`src/rtl/dm_recon_pkg.sv`:
```
package dm_recon_pkg;
  typedef enum logic [1:0] {
    OP_HOLD = 2'd0,
    OP_UP   = 2'd1,
    OP_DOWN = 2'd2,
    OP_LOAD = 2'd3
  } dm_op_e;
endpackage

```
`src/rtl/dm_recon_ctrl.sv`:
```
module dm_recon_ctrl
  import dm_recon_pkg::*;
(
  input  logic   bit_vld,
  input  logic   bit_dat,
  input  logic   ref_ld,
  output dm_op_e op
);
  always_comb begin
    if (ref_ld)       op = OP_LOAD;
    else if (bit_vld) op = bit_dat ? OP_UP : OP_DOWN;
    else              op = OP_HOLD;
  end
endmodule

```
`src/rtl/dm_recon_step.sv`:
```
module dm_recon_step
  import dm_recon_pkg::*;
#(
  parameter int W    = 12,
  parameter int STEP = 32
) (
  input  dm_op_e       op,
  input  logic [W-1:0] cur,
  input  logic [W-1:0] ref_val,
  output logic [W-1:0] nxt
);
  localparam logic [W:0]   STEP_X = (W+1)'(STEP);
  localparam logic [W-1:0] TOP    = {W{1'b1}};
  logic [W:0] sum;

  always_comb begin
    sum = {1'b0, cur} + STEP_X;
    unique case (op)
      OP_LOAD: nxt = ref_val;
      OP_UP:   nxt = sum[W] ? TOP : sum[W-1:0];
      OP_DOWN: nxt = ({1'b0, cur} < STEP_X) ? '0 : cur - W'(STEP);
      default: nxt = cur;
    endcase
  end
endmodule

```
`src/rtl/dm_recon_top.sv`:
```
module dm_recon_top
  import dm_recon_pkg::*;
#(
  parameter int W     = 12,
  parameter int STEP  = 32,
  parameter int START = 2048
) (
  input  logic         clk,
  input  logic         rst,
  input  logic         bit_vld,
  input  logic         bit_dat,
  input  logic         ref_ld,
  input  logic [W-1:0] ref_val,
  output logic         smp_vld,
  output logic [W-1:0] smp_val
);
  localparam logic [W-1:0] INIT = W'(START);
  localparam logic [W-1:0] TOP  = {W{1'b1}};

  dm_op_e       op;
  logic [W-1:0] acc_nxt;

  dm_recon_ctrl u_ctrl (
    .bit_vld(bit_vld), .bit_dat(bit_dat), .ref_ld(ref_ld), .op(op)
  );

  dm_recon_step #(.W(W), .STEP(STEP)) u_step (
    .op(op), .cur(smp_val), .ref_val(ref_val), .nxt(acc_nxt)
  );

  always_ff @(posedge clk) begin
    if (rst) begin
      smp_val <= INIT;
      smp_vld <= 1'b0;
    end else begin
      smp_val <= acc_nxt;
      smp_vld <= bit_vld | ref_ld;
    end
  end

  assert_one_per_bit_R5: assert property (@(posedge clk) disable iff (rst)
    bit_vld |=> smp_vld);
  assert_idle_hold_R8: assert property (@(posedge clk) disable iff (rst)
    (!bit_vld && !ref_ld) |=> (!smp_vld && $stable(smp_val)));
  assert_load_wins_R7: assert property (@(posedge clk) disable iff (rst)
    ref_ld |=> (smp_val == $past(ref_val)));
  assert_no_overflow_R3: assert property (@(posedge clk) disable iff (rst)
    (bit_vld && bit_dat && !ref_ld && smp_val > TOP - W'(STEP)) |=> (smp_val == TOP));
  assert_no_underflow_R4: assert property (@(posedge clk) disable iff (rst)
    (bit_vld && !bit_dat && !ref_ld && smp_val < W'(STEP)) |=> (smp_val == '0));
  assert_rise_R2: assert property (@(posedge clk) disable iff (rst)
    (bit_vld && bit_dat && !ref_ld) |=> (smp_val >= $past(smp_val)));
endmodule

```
`config.mk`:
```
export PLATFORM = sky130hd
export DESIGN_NAME = dm_recon_top
export DESIGN_NICKNAME = d
export VERILOG_FILES = /design/src/rtl/dm_recon_pkg.sv /design/src/rtl/dm_recon_ctrl.sv /design/src/rtl/dm_recon_step.sv /design/src/rtl/dm_recon_top.sv
export SDC_FILE = /design/constraint.sdc
export NUM_CORES = 1
export LEC_CHECK = 0
export BUFFER_PORTS_ARGS = -buffer_cell sky130_fd_sc_hd__buf_2
export CAP_MARGIN = 20
export CORE_ASPECT_RATIO = 1.25
export CORE_MARGIN = 2
export CORE_UTILIZATION = 45
export CTS_CLUSTER_SIZE = 40
export DETAILED_ROUTE_END_ITERATION = 6
export PLACE_DENSITY = 0.72
export SYNTH_ARGS = -nofsm -noshare
export SYNTH_HDL_FRONTEND = slang
export SYNTH_HIERARCHICAL = 1
export SYNTH_SLANG_ARGS = --single-unit
```
`constraint.sdc`:
```
create_clock -name clk -period 2.1 [get_ports clk]
set_input_delay 0.105 -clock clk [delete_from_list [all_inputs] [get_ports clk]]
set_output_delay 0.105 -clock clk [all_outputs]
set_load 0.1 [all_outputs]
```
Yosys cells after proc, flatten, opt, wreduce, memory -nomap -nowiden
Index checks and enable logic that the tools add are counted.
{"block": "totals", "ff_bits": 13}
{"block": "classes", "add_sub_neg": 2, "n_lt_le_gt_ge": 1, "eq_ne": 3, "muxes": 6, "bitwise_logic": 1, "n_reduce_logical": 1}
{"operator": "case mux 12 bit (3 select lines)", "count": 1}
{"operator": "2-to-1 mux 12 bit", "count": 2}
{"operator": "adder 12 x 6 -> 13 bit, second input constant", "count": 1}
{"operator": "< comparator 12 x 6 -> 1 bit, second input constant", "count": 1}
{"operator": "subtractor 12 x 6 -> 12 bit, second input constant", "count": 1}
{"operator": "2-to-1 mux 2 bit", "count": 3}
{"operator": "== test 2 bit, second input constant", "count": 2}
{"operator": "nonzero test 3 bit", "count": 1}
{"operator": "== test 2 x 1 -> 1 bit, second input constant", "count": 1}
{"operator": "bitwise OR 1 bit", "count": 1}

Longest topological paths before layout
{"block": "logic_depth", "ltp_word": 5, "ltp_mapped": 9}

By module
Netlist, hierarchy kept.
{"mod": "dm_recon_step", "n_inst": 1, "cells_per_inst": 98, "area_each_um2": 671.9, "seq_area_each_um2": 0.0}
{"mod": "dm_recon_top", "n_inst": 1, "cells_per_inst": 27, "area_each_um2": 357.8, "seq_area_each_um2": 260.2}
{"mod": "dm_recon_ctrl", "n_inst": 1, "cells_per_inst": 3, "area_each_um2": 20.0, "seq_area_each_um2": 0.0}

Worst setup path after synthesis
Ideal clock, no wire load.
{"block": "synth_path", "path_type": "register to register", "from": "reg smp_val[5]", "to": "reg smp_val[11]", "setup_ps": 120, "arrival_time_ps": 2429, "t_required_ps": 1980, "slack_ps": -449, "stages_incl_launch_ff": 9, "path_buffers": 0, "cell_sequence": "dfxtp_1 > inv_1 > ha_1 > nor3b_4 > nand3_1 > mux2i_1 > nor2_1 > a211o_1 > or2_1"}
{"block": "synth_via", "elab_chain_len": 3, "word_cells_on_any_way": 6, "cone_classes": "2 x add/sub; 1 x order compare; 3 x mux"}
{"element": "start, declared", "line": "dm_recon_top.sv:15", "rtl": "output logic [W-1:0] smp_val"}
{"element": "start signal, assigned", "line": "dm_recon_top.sv:36", "rtl": "smp_val <= acc_nxt;"}
{"element": "subtractor 12 x 6 -> 12 bit (tied with other cells)", "line": "dm_recon_step.sv:21", "rtl": "OP_DOWN: nxt = ({1'b0, cur} < STEP_X) ? '0 : cur - W'(STEP);"}
{"element": "2-to-1 mux 12 bit, on equally long branches", "line": "dm_recon_step.sv:21, dm_recon_step.sv:20"}
{"element": "case mux 12 bit (3 select lines) *", "line": "dm_recon_step.sv:18", "rtl": "unique case (op)"}
{"element": "named net acc_nxt[11]", "line": "dm_recon_top.sv:21", "rtl": "logic [W-1:0] acc_nxt;"}
The timed path passes the listed nets; every way through them passes the cells marked *.
A chain may end at the register's enable or synchronous reset.

Worst setup path in the final report
Ends and elaborated chain as after synthesis.

==> flow_summary.rst <==
.. list-table::
   :header-rows: 1

   * - Metric
     - Value
   * - Result of the run
     - complete, no violations
   * - Clock tree buffer depth
     - 2
   * - Number of buffers added for setup after CTS
     - 0
   * - Area used by sequential logic in the layout
     - 270 sq um
   * - Num Clock Sinks
     - 13
   * - Final Cycle Share
     - 85.6%
   * - Slowest cell on the critical path
     - sky130_fd_sc_hd__dfxtp_4
   * - Number of antenna violations at the first check in global routing
     - 0
   * - Number of synthesized register bits
     - 13
   * - Final Hold Vio Count
     - 0
   * - Headroom to the max-slew limit
     - between 60% and 70%
   * - Combined global-route utilization of all metal layers
     - 21.7%
   * - Leading cell type by number of instances after synthesis
     - sky130_fd_sc_hd__nor2_1
   * - Placed cell count
     - 183
   * - Placed standard-cell area
     - around 1200 sq um
   * - Leakage power
     - approximately 0.54 nW
   * - Total power draw
     - roughly 0.9 mW
   * - Max_cap viols
     - 0
   * - Source of the critical timing path
     - smp_val[5]$_SDFF_PP0_
   * - Synth Instances
     - between 100 and 150
   * - Type of the most critical hold path
     - input port to flip-flop
   * - Number of endpoints failing setup at the final stage
     - 0
   * - Starting Density
     - ~47%
   * - Worst voltage drop across the vdd grid
     - 0.510 mV
   * - TritonCTS Buffers
     - 3
   * - Power density over the cells
     - 729 nW/um^2
   * - Number of max-slew violations in the final report
     - 0
   * - Avg Cell Area, Syn
     - 8.20 sq um
   * - Setup Skew
     - around 0.0022 ns
   * - Critical path capture point type
     - flip-flop
   * - Core Footprint
     - 2210 sq um
   * - Pin count of the biggest net entering global routing
     - 22
   * - Launching point of the worst reg2reg path
     - smp_val[5]$_SDFF_PP0_
   * - Kind of start point of the critical path
     - flip-flop
   * - Peak per-stage delay on the critical path
     - 0.39 ns
   * - Final weighted congestion in routability-driven placement
     - around 0.80
   * - Insertion delay of the later-clocked pin in the worst-skew pair
     - ~0.28 ns
   * - Count of standard-cell rows
     - 19
   * - Worst EP arrival
     - 1.98 ns
   * - Number of global-route vias before repair
     - about 930
   * - RSZ-0062 raised after global routing
     - false
   * - Count of different cell masters after synthesis
     - 43
   * - Crit path kind
     - flip-flop to flip-flop
   * - Last element of the critical path
     - smp_val[11]$_SDFF_PP1_
   * - Combined area of the multi-input logic cells
     - 664 sq um
   * - Detailed Route WL
     - about 2.6 mm
   * - Total I/O pin count
     - 30
   * - Post-detailed-placement half-perimeter wirelength
     - ~1.8 mm
   * - Final routed wire length divided by cell count
     - about 14 um
   * - Root Driver
     - sky130_fd_sc_hd__clkbuf_4
   * - Async S/R FF share, synth
     - 0%
   * - Cell accounting for the most synthesized area
     - sky130_fd_sc_hd__dfxtp_1
   * - Detailed-route vias per instance
     - 5.51
   * - Reg-to-reg setup timing slack
     - 0.30 ns
   * - Remaining routing DRC violations
     - 0
   * - Aggregate negative setup slack
     - 0 ns
   * - Final ANT Viol Nets
     - 0
   * - Synth top area cells
     - sky130_fd_sc_hd__dfxtp_1 (25%), sky130_fd_sc_hd__a221oi_2 (7.2%), sky130_fd_sc_hd__nor2_1 (6.1%)
   * - Count of buffers inserted at the top-level ports
     - 29
   * - Die width
     - 47.2 um
   * - Required time of the worst setup path
     - 2.28 ns
   * - CTS clk-pin slew, worst paths
     - 0.09 ns
   * - Depth of the critical timing path with buffers and inverters included
     - 8
   * - Clock tree from TritonCTS
     - built
   * - Yosys warning total
     - 6
   * - 1st-pass router iterations
     - 4
   * - Highest Clock Rate
     - ~560 MHz
   * - Number of violations reported at the end of detailed-routing iteration 0
     - 20
   * - Sequential area share after synthesis
     - 24.8%
   * - Final critical-path required period
     - between 1.5 and 2 ns
   * - Floorplan die area
     - 2740 sq um
   * - Most common library cells after synthesis
     - sky130_fd_sc_hd__nor2_1 (17), sky130_fd_sc_hd__dfxtp_1 (13), sky130_fd_sc_hd__nand2_1 (13), sky130_fd_sc_hd__nor2b_1 (10), sky130_fd_sc_hd__a21oi_1 (7)
   * - GR Overflow Total
     - 0
   * - Finished Cell Area
     - around 1200 sq um
   * - Cts repair resizes
     - 0
   * - Maximum level of the CTS H-tree
     - 1
   * - Cell area after synthesis
     - 1050 sq um
   * - Most used flip-flop cell after synthesis
     - sky130_fd_sc_hd__dfxtp_1
   * - Actual slew at the worst max-slew pin
     - 0.488 ns
   * - Category of cells accounting for the largest share of critical-path delay
     - simple AND/OR/NAND/NOR gates
   * - Die boundary height
     - 58 um
   * - Global-route wire length before repair
     - 4.22 mm
   * - Number of inserted diodes
     - 0
   * - Cell breakdown of the critical path
     - inv_1 -> ha_1 -> nor3b_4 -> nand3_1 -> mux2i_1 -> nor2_1 -> a211o_1 -> or2_1
   * - Filler cell count
     - 230
   * - Ratio of cells with drive above 1 in the final layout
     - 37.2%
   * - Number of hold buffers added after cts
     - 0
   * - Post-synth EDFFs
     - 0
   * - Crit path buffers/inverters
     - 1
   * - R2R cell count
     - 8
   * - Endpoint of the most critical register-to-register path
     - smp_val[11]$_SDFF_PP1_
   * - Post-synth net total
     - 147
   * - Count of vias placed by the detailed router
     - 1030
   * - Largest fanout of any net on the critical path
     - 9
   * - Proportion of netlist area held by the largest area contributor
     - 24.8%
   * - Cell Count, Final, Fillers Out
     - 187
   * - Relative area change from synthesis to final layout
     - 14.8%
   * - Number of nets at the end of the flow
     - around 180
-- metrics by stage --
step / setup slack, ns / hold WS (ns) / util [%]
2_1_floorplan: 0.0520 / 0.169 / -
3_3_place_gp: 0.369 / 0.344 / 53.3
3_5_place_dp: 0.327 / 0.354 / 53.3
4_1_cts: 0.306 / 0.0569 / 54.5
5_1_grt: 0.195 / 0.0572 / 54.5
6_report: 0.303 / 0.0596 / 54.5
-- layer usage --
layer,vias up,GRT usage (%),part of all wire [%]
li1,506,-,-
met1,477,27.2,44
met2,41,35.4,50
met3,6,2.80,4.7
met4,0,10.3,1.9
met5,-,0,0
-- where the power goes --
part / internal, mW / switching, mW / leakage (nW)
logic: 0.119 / 0.279 / 0.411
registers: 0.272 / 0.0432 / 0.110
clock network: 0.0738 / 0.0916 / 0.0150
total: 0.465 / 0.414 / 0.536
-- worst min-delay path by stage --
stage / from / end / cells past startpoint
after detailed placement: bit_vld / smp_vld$_SDFF_PP0_ / 2
after floorplan: rst / smp_val[10]$_SDFF_PP0_ / 1
final: bit_vld / smp_vld$_SDFF_PP0_ / 2
after CTS: bit_vld / smp_vld$_SDFF_PP0_ / 2
after global routing: bit_vld / smp_vld$_SDFF_PP0_ / 2
after global placement: bit_vld / smp_vld$_SDFF_PP0_ / 2
-- cells by family after synthesis --
family	Yosys count	share of synthesized area, %
XOR/XNOR	3	2.50
flip-flops	13	24.8
multiplexers	1	0.954
AND/OR/NAND/NOR	60	31.6
AO/OA/AOI/OAI	33	25.9
adder cells (fa/ha/maj)	2	2.38
buffers and inverters	16	11.9
-- flip-flops by register name, indices dropped and copies added, names as in the netlist --
| name | count |
|---|---|
| smp_vld | 1 |
| smp_val | 12 |
-- cell usage in the layout (no fill, tap or decap), drive strengths merged, types with 3 or more instances in the layout --
cell type,synthesis,routed
nor2,17,17
o21ai,4,4
nand2,13,13
nor2b,10,10
xnor2,3,3
nand3,3,3
a21oi,7,7
buf,5,34
inv,6,6
nor3,6,6
a221oi,5,5
a311oi,3,3
clkbuf,5,4
or2,3,3
dfxtp,13,13
a21o,3,3
-- worst register-to-register path, stage by stage, from the launching register on --
cell and delay [ns]:
sky130_fd_sc_hd__dfxtp_4 0.39, sky130_fd_sc_hd__inv_1 0.10, sky130_fd_sc_hd__ha_1 0.19, sky130_fd_sc_hd__nor3b_4 0.22, sky130_fd_sc_hd__nand3_1 0.12, sky130_fd_sc_hd__mux2i_1 0.16
sky130_fd_sc_hd__nor2_1 0.06, sky130_fd_sc_hd__a211o_1 0.27, sky130_fd_sc_hd__or2_1 0.19
-- layout make-up --
class                   instances  share of cell area, %
multi-input cells              99                   55.1
inverters                       6                   1.87
flip-flops and latches         13                   22.4
clock buffers                   4                   2.18
well taps                      31                   3.22
repair buffers                 34                   15.2
(Power assumes the default switching activity.)
